## src/rtl/refill_pkg.sv

```systemverilog
package refill_pkg;
  localparam int CTL_W  = 5;
  localparam int B_VEN  = 0;
  localparam int B_LEN  = 1;
  localparam int B_MODE = 2;
  localparam int B_CLRV = 3;
  localparam int B_CLRL = 4;

  localparam int CH_VGA = 0;
  localparam int CH_LCD = 1;
  localparam int N_CH   = 2;

  typedef enum logic {
    MODE_SPLIT = 1'b0,
    MODE_JOINT = 1'b1
  } mode_e;
endpackage

```

## src/rtl/refill_fifo.sv

```systemverilog
module refill_fifo #(
  parameter int DW    = 32,
  parameter int DEPTH = 32,
  parameter int LVL_W = $clog2(DEPTH + 1)
) (
  input  logic             clk,
  input  logic             rst_n,
  input  logic             push,
  input  logic [DW-1:0]    din,
  input  logic             pop,
  output logic [DW-1:0]    dout,
  output logic [LVL_W-1:0] level,
  output logic             empty
);
  localparam int AW = (DEPTH > 1) ? $clog2(DEPTH) : 1;

  logic [DW-1:0]    mem [DEPTH];
  logic [AW-1:0]    wp, rp;
  logic [LVL_W-1:0] cnt;

  always_ff @(posedge clk) begin
    if (push) mem[wp] <= din;
  end

  always_ff @(posedge clk or negedge rst_n) begin
    if (!rst_n) begin
      wp  <= '0;
      rp  <= '0;
      cnt <= '0;
    end else begin
      if (push) wp <= (wp == AW'(DEPTH - 1)) ? '0 : wp + 1'b1;
      if (pop)  rp <= (rp == AW'(DEPTH - 1)) ? '0 : rp + 1'b1;
      cnt <= cnt + LVL_W'(push) - LVL_W'(pop);
    end
  end

  assign dout  = mem[rp];
  assign level = cnt;
  assign empty = (cnt == '0);
endmodule

```

## src/rtl/refill_burst.sv

```systemverilog
module refill_burst #(
  parameter int BURST = 8
) (
  input  logic clk,
  input  logic rst_n,
  input  logic start,
  input  logic beat,
  output logic busy
);
  localparam int CW = (BURST > 1) ? $clog2(BURST) : 1;

  logic [CW-1:0] cnt;
  logic          busy_q;

  always_ff @(posedge clk or negedge rst_n) begin
    if (!rst_n) begin
      busy_q <= 1'b0;
      cnt    <= '0;
    end else if (!busy_q) begin
      if (start) begin
        busy_q <= 1'b1;
        cnt    <= '0;
      end
    end else if (beat) begin
      if (cnt == CW'(BURST - 1)) busy_q <= 1'b0;
      cnt <= cnt + 1'b1;
    end
  end

  assign busy = busy_q;
endmodule

```

## src/rtl/refill_ctl.sv

```systemverilog
module refill_ctl
  import refill_pkg::*;
(
  input  logic             clk,
  input  logic             rst_n,
  input  logic             we,
  input  logic [CTL_W-1:0] wdata,
  input  logic             idle,
  input  logic             v_uf_evt,
  input  logic             l_uf_evt,
  output logic             ven,
  output logic             len,
  output mode_e            mode,
  output logic             change_pend,
  output logic             v_uf,
  output logic             l_uf
);
  mode_e pend_q, mode_q;
  logic  ven_q, len_q, vuf_q, luf_q;

  always_ff @(posedge clk or negedge rst_n) begin
    if (!rst_n) begin
      ven_q  <= 1'b0;
      len_q  <= 1'b0;
      pend_q <= MODE_SPLIT;
      mode_q <= MODE_SPLIT;
      vuf_q  <= 1'b0;
      luf_q  <= 1'b0;
    end else begin
      if (we) begin
        ven_q  <= wdata[B_VEN];
        len_q  <= wdata[B_LEN];
        pend_q <= mode_e'(wdata[B_MODE]);
      end
      if (idle) mode_q <= pend_q;
      vuf_q <= (vuf_q & ~(we & wdata[B_CLRV])) | v_uf_evt;
      luf_q <= (luf_q & ~(we & wdata[B_CLRL])) | l_uf_evt;
    end
  end

  assign ven         = ven_q;
  assign len         = len_q;
  assign mode        = mode_q;
  assign change_pend = (pend_q != mode_q);
  assign v_uf        = vuf_q;
  assign l_uf        = luf_q;
endmodule

```

## src/rtl/shared_refill_dma.sv

```systemverilog
module shared_refill_dma
  import refill_pkg::*;
#(
  parameter int DW       = 32,
  parameter int DEPTH    = 32,
  parameter int BURST    = 8,
  parameter int SKEW_LIM = 8,
  parameter int LVL_W    = $clog2(DEPTH + 1)
) (
  input  logic             clk,
  input  logic             rst_n,
  input  logic             ctl_we,
  input  logic [4:0]       ctl_wdata,
  output logic             dma_v_req,
  input  logic             dma_v_valid,
  output logic             dma_v_ready,
  input  logic [DW-1:0]    dma_v_data,
  output logic             dma_l_req,
  input  logic             dma_l_valid,
  output logic             dma_l_ready,
  input  logic [DW-1:0]    dma_l_data,
  output logic             vga_valid,
  input  logic             vga_ready,
  output logic [DW-1:0]    vga_data,
  output logic             lcd_valid,
  input  logic             lcd_ready,
  output logic [DW-1:0]    lcd_data,
  output logic [LVL_W-1:0] vga_level,
  output logic [LVL_W-1:0] lcd_level,
  output logic             vga_uf,
  output logic             lcd_uf,
  output logic             skew_warn,
  output logic             vga_en,
  output logic             lcd_en,
  output logic             mode_shared
);
  localparam logic [LVL_W-1:0] CAP  = LVL_W'(DEPTH);
  localparam logic [LVL_W-1:0] NEED = LVL_W'(BURST);
  localparam logic [LVL_W-1:0] LIM  = LVL_W'(SKEW_LIM);

  logic [N_CH-1:0]  push, pop, empty, busy, start, beat, room, rdy;
  logic [DW-1:0]    din  [N_CH];
  logic [DW-1:0]    dout [N_CH];
  logic [LVL_W-1:0] lvl  [N_CH];
  logic [N_CH-1:0]  dvalid;
  logic [DW-1:0]    ddata [N_CH];

  mode_e mode;
  logic  joint, chg, ven, len, idle;
  logic  v_uf_evt, l_uf_evt;
  logic [LVL_W-1:0] diff;

  assign dvalid[CH_VGA] = dma_v_valid;
  assign dvalid[CH_LCD] = dma_l_valid;
  assign ddata[CH_VGA]  = dma_v_data;
  assign ddata[CH_LCD]  = dma_l_data;
  assign rdy[CH_VGA]    = vga_ready;
  assign rdy[CH_LCD]    = lcd_ready;

  assign joint = (mode == MODE_JOINT);
  assign idle  = ~|busy;

  for (genvar i = 0; i < N_CH; i++) begin : g_ch
    assign room[i] = (CAP - lvl[i]) >= NEED;
    assign beat[i] = dvalid[i] & busy[i];
    assign pop[i]  = rdy[i] & ~empty[i];

    refill_fifo #(.DW(DW), .DEPTH(DEPTH), .LVL_W(LVL_W)) u_fifo (
      .clk   (clk),
      .rst_n (rst_n),
      .push  (push[i]),
      .din   (din[i]),
      .pop   (pop[i]),
      .dout  (dout[i]),
      .level (lvl[i]),
      .empty (empty[i])
    );

    refill_burst #(.BURST(BURST)) u_burst (
      .clk   (clk),
      .rst_n (rst_n),
      .start (start[i]),
      .beat  (beat[i]),
      .busy  (busy[i])
    );
  end

  // Request generation: joint mode drives only the VGA channel
  always_comb begin
    start[CH_VGA] = ~chg & ven & room[CH_VGA] &
                    (joint ? (len & room[CH_LCD]) : 1'b1);
    start[CH_LCD] = ~chg & ~joint & len & room[CH_LCD];
  end

  // Write routing: joint mode fans the VGA beat into both FIFOs
  always_comb begin
    push[CH_VGA] = beat[CH_VGA];
    din[CH_VGA]  = ddata[CH_VGA];
    push[CH_LCD] = joint ? beat[CH_VGA] : beat[CH_LCD];
    din[CH_LCD]  = joint ? ddata[CH_VGA] : ddata[CH_LCD];
  end

  assign v_uf_evt = vga_ready & empty[CH_VGA];
  assign l_uf_evt = lcd_ready & empty[CH_LCD];

  refill_ctl u_ctl (
    .clk         (clk),
    .rst_n       (rst_n),
    .we          (ctl_we),
    .wdata       (ctl_wdata),
    .idle        (idle),
    .v_uf_evt    (v_uf_evt),
    .l_uf_evt    (l_uf_evt),
    .ven         (ven),
    .len         (len),
    .mode        (mode),
    .change_pend (chg),
    .v_uf        (vga_uf),
    .l_uf        (lcd_uf)
  );

  assign diff = (lvl[CH_VGA] > lvl[CH_LCD]) ? (lvl[CH_VGA] - lvl[CH_LCD])
                                            : (lvl[CH_LCD] - lvl[CH_VGA]);

  assign dma_v_req   = busy[CH_VGA];
  assign dma_v_ready = busy[CH_VGA];
  assign dma_l_req   = busy[CH_LCD];
  assign dma_l_ready = busy[CH_LCD];
  assign vga_valid   = ~empty[CH_VGA];
  assign lcd_valid   = ~empty[CH_LCD];
  assign vga_data    = dout[CH_VGA];
  assign lcd_data    = dout[CH_LCD];
  assign vga_level   = lvl[CH_VGA];
  assign lcd_level   = lvl[CH_LCD];
  assign skew_warn   = joint & (diff > LIM);
  assign vga_en      = ven;
  assign lcd_en      = len;
  assign mode_shared = joint;
endmodule

```

## config.mk

```make
export PLATFORM = sky130hd
export DESIGN_NAME = shared_refill_dma
export DESIGN_NICKNAME = d
export VERILOG_FILES = /design/src/rtl/refill_pkg.sv /design/src/rtl/refill_fifo.sv /design/src/rtl/refill_burst.sv /design/src/rtl/refill_ctl.sv /design/src/rtl/shared_refill_dma.sv
export SDC_FILE = /design/constraint.sdc
export NUM_CORES = 2
export LEC_CHECK = 0
export BUFFER_PORTS_ARGS = -buffer_cell sky130_fd_sc_hd__buf_4
export CELL_PAD_IN_SITES_DETAIL_PLACEMENT = 0
export CELL_PAD_IN_SITES_GLOBAL_PLACEMENT = 1
export CORE_ASPECT_RATIO = 1.25
export CORE_MARGIN = 5
export CORE_UTILIZATION = 55
export CTS_BUF_LIST = sky130_fd_sc_hd__clkbuf_4 sky130_fd_sc_hd__clkbuf_8
export CTS_CLUSTER_DIAMETER = 80
export DETAILED_ROUTE_END_ITERATION = 8
export PLACE_DENSITY_LB_ADDON = 0.1
export SLEW_MARGIN = 10
export SYNTH_ARGS = -nofsm -noshare
export SYNTH_HDL_FRONTEND = slang
export SYNTH_HIERARCHICAL = 1
export SYNTH_SLANG_ARGS = --single-unit
```

## constraint.sdc

```tcl
create_clock -name clk -period 9.01 [get_ports clk]
set_input_delay 0.901 -clock clk [delete_from_list [all_inputs] [get_ports clk]]
set_output_delay 0.901 -clock clk [all_outputs]
set_load 0.02 [all_outputs]
```

==> impl_metrics.yaml <==
run_status:
  status: "completed"
logic_synthesis:
  synth-main-ff-cell: "edfxtp_1"
  synthCells: 3814
  synth_edf_count: 2048
  yosys-top-cells-count: "2048 x edfxtp_1, 384 x mux4_2, 256 x mux2i_1"
  avgSynthCellArea_um2: 21.3
  synth_top_area_share: 0.756
  async_flop_share: 0.0220
  yosysMostFrequentCell: "edfxtp_1"
  synth_warnings: 6
  ys_ff_latch: 2094
  synth_area_leaders: "edfxtp_1 76%, mux4_2 11%, mux2i_1 3.1%, a22oi_1 1.7%, dfrtp_1 1.4%"
  ys_seq_area_frac: 0.770
  syn-num-nets: 3939
  netlist_area_um2: 81400
  synthDistinctLibCells: 64
  synth_top_cell_by_area: "edfxtp_1"
cells_and_area:
  drive_gt1_frac: 0.288
  nets: 4323
  syn2layout_area_growth_pct: 12.1
routing:
  dr.max_layer_used: "met4"
  wl_met2_um: 108000
  drc: 0
  wl_met3_um: 14100
  wire_per_inst_um: 32.8
  num_vias: 40900
  drt-initial-drc-count: 4361
  viasPerCell: 6.46
  wl_met1_um: 80000
  first_pass_iters: 7
  ant_nets: 0
  totalWireLength_um: 208000
clocking:
  postCtsSetupBuffers: 0
  cts_max_level: 5
  cts_buffer_depth: 4
  cts-root-buf: "clkbuf_8"
  cts_tree: "done"
  cts_buffers: 333
  clk_pin_slew_ns: 0.07
  ctsResizeCount: 0
  clk_latency_ns: 1.01
  cts_hold_buf: 1
  clock_sinks: 2094
timing:
  finalSetupTns_ns: 0
  fin_crit_sh: 0.667
  grt_setup_unrepaired: "no"
  tightest_slew_ns: 1.24
  setup_viol: 0
  slew_violations: 0
  fmax_ghz: 0.167
  final_hold_viol_count: 0
  max-slew-margin-rel: 0.170
  skew_ns: 0.0621
  min_period_ns: 6.01
  setup_ws_ns: 3.00
place:
  hpwl_um: 111000
  place.gp.congestion: 0.770
  pre_cts_ws_ns: 4.15
  portBuffers: 163
power_and_ir_drop:
  peakVddDrop_mv: 0.277
  swShare: 0.323
  p_clk_frac: 0.277
  power.total_mw: 27.6
  p_per_area_nw_per_um2: 303
  p_int_mw: 18.7
  pwr-share-comb: 0.283
  pwr-share-seq: 0.440
  p_switching_mw: 8.92
  power.leakage_nw: 29.7
grt:
  grt_pass1_wl_um: 298000
  gr-total-overflow: 0
  grt_max_degree: 83
  grt_usage: 0.267
  antenna_found_initial: 9
  grt_pass1_vias: 41900
job:
  max-cap-violations: 0
worst_setup_path:
  start_kind: "flip-flop"
  path_cells: "buf_4, nor2b_4, buf_4, a22oi_1, a22oi_1, buf_4"
  cp.arrival_ns: 5.10
  path_delay_family: "buffers and inverters"
  critPathRequiredTime_ns: 8.11
  crit_fanout: 46
  path_buf_inv: 3
  path_common_cell: "buf_4"
  crit_type: "flip-flop to primary output"
  cp-end-kind: "primary output"
  max_stage_delay_ns: 0.83
  cpMaxStageDelayCell: "buf_4"
floorplan:
  dieHeight_um: 440
  start_util: 0.554
  num_rows: 157
  pin_count: 164
  dieWidth_um: 354
  core_area_um2: 147000
  dieArea_um2: 156000
worst_hold_path:
  min_path_type: "input pin to flip-flop"
## registers in the layout (all words and copies together), names as in the netlist, 2 cells and up
register and count:
g_ch.u_fifo/wp 10, g_ch.u_fifo/rp 10, g_ch.u_fifo/level 12, g_ch.u_fifo/mem 2048, g_ch.u_burst/cnt 6, g_ch.u_burst/busy 2
## kinds of logic (layout without fill, tap and decap cells)
group                      after synthesis  count (layout)  synth area share
DFF                                   2094            2094             0.770
and+or+nand+nor                        178             178            0.0109
AOI/OAI and AO/OA                      520             520            0.0460
muxes                                  689             689             0.145
other                                    0               2                 0
buffers and inverters                  270             885            0.0188
xor gates and xnor gates                14              14           0.00151
adders and majority gates               49              49           0.00791
## power groups by stage
stage	logic, mW	clock network [mW]	registers (mW)
floorplan	5.12	0	12.1
global placement	7.80	0	12.3
detailed placement	7.85	0	12.4
CTS	7.87	7.82	12.2
global route	8.28	8.27	12.2
finish	7.81	7.66	12.2
## worst paths after layout
check | depth (start not counted) | startpoint | to | slack, ns
worst max-delay path | 6 | g_ch[1].u_fifo/rp[1]$_DFFE_PN0P_ | lcd_data[26] | 3.00
worst min-delay path | 2 | ctl_wdata[2] | u_ctl/pend_q$_DFFE_PN0P_ | 0.17
worst max register to register | 5 | g_ch[0].u_burst/busy$_DFF_PN0_ | g_ch[1].u_fifo/mem[7][9]$_DFFE_PP_ | 4.92
worst min register to register | 1 | u_ctl/l_uf$_DFF_PN0_ | u_ctl/l_uf$_DFF_PN0_ | 0.48
max in group asynchronous | 2 | rst_n | g_ch[0].u_fifo/rp[1]$_DFFE_PN0P_ | 7.91
min in group asynchronous | 2 | rst_n | g_ch[1].u_fifo/rp[2]$_DFFE_PN0P_ | 0.50
## area by class of cell
class                      instances  area [µm²]
inverter                          51         191
timing repair buffer             268        2060
multi-input combinational       1450       17700
clock inverter                   128         756
fill                           10200       55600
clock buffer                     438        5420
tap                             1908        2390
antenna                            2        5.00
sequential                      2094       62700
## layout by cell type (no fill, tap or decap), types with 6 or more instances in the layout
cell type and n:
a21o_1 6, a21oi_1 139, a22o_1 8, a22oi_1 187, buf_4 263, bufinv_16 8
clkbuf_4 98, clkbuf_8 340, clkinv_1 80, clkinv_2 35, dfrtp_1 37, dfrtp_4 6
edfxtp_1 2048, ha_1 45, inv_1 49, mux2_1 7, mux2_2 36, mux2_4 6
mux2i_1 256, mux4_2 384, nand2_1 25, nand2b_1 12, nand3_1 11, nand3b_1 10
nor2_1 15, nor2_4 44, nor3_2 22, nor3b_1 7, o21ai_0 18, o221ai_1 125
xor2_1 11
## stage by stage
stage          hold WS [ns]  instances  area [µm²]   util
2_1_floorplan         0.500       3814       81400      -
3_3_place_gp          0.463       5770       85000  0.579
3_5_place_dp          0.478       5770       85000  0.579
4_1_cts              0.0674       6337       91200  0.621
5_1_grt               0.112       6338       91200  0.621
6_report              0.171       6339       91200  0.621
## per-layer routing
metal | GRT usage | up-vias
met1 | 0.353 | 22000
met3 | 0.0413 | 323
met4 | 0.0783 | 0
met5 | 0 | -
li1 | - | 16900
met2 | 0.468 | 1733
No activity file was read; power rests on OpenSTA's default activity.
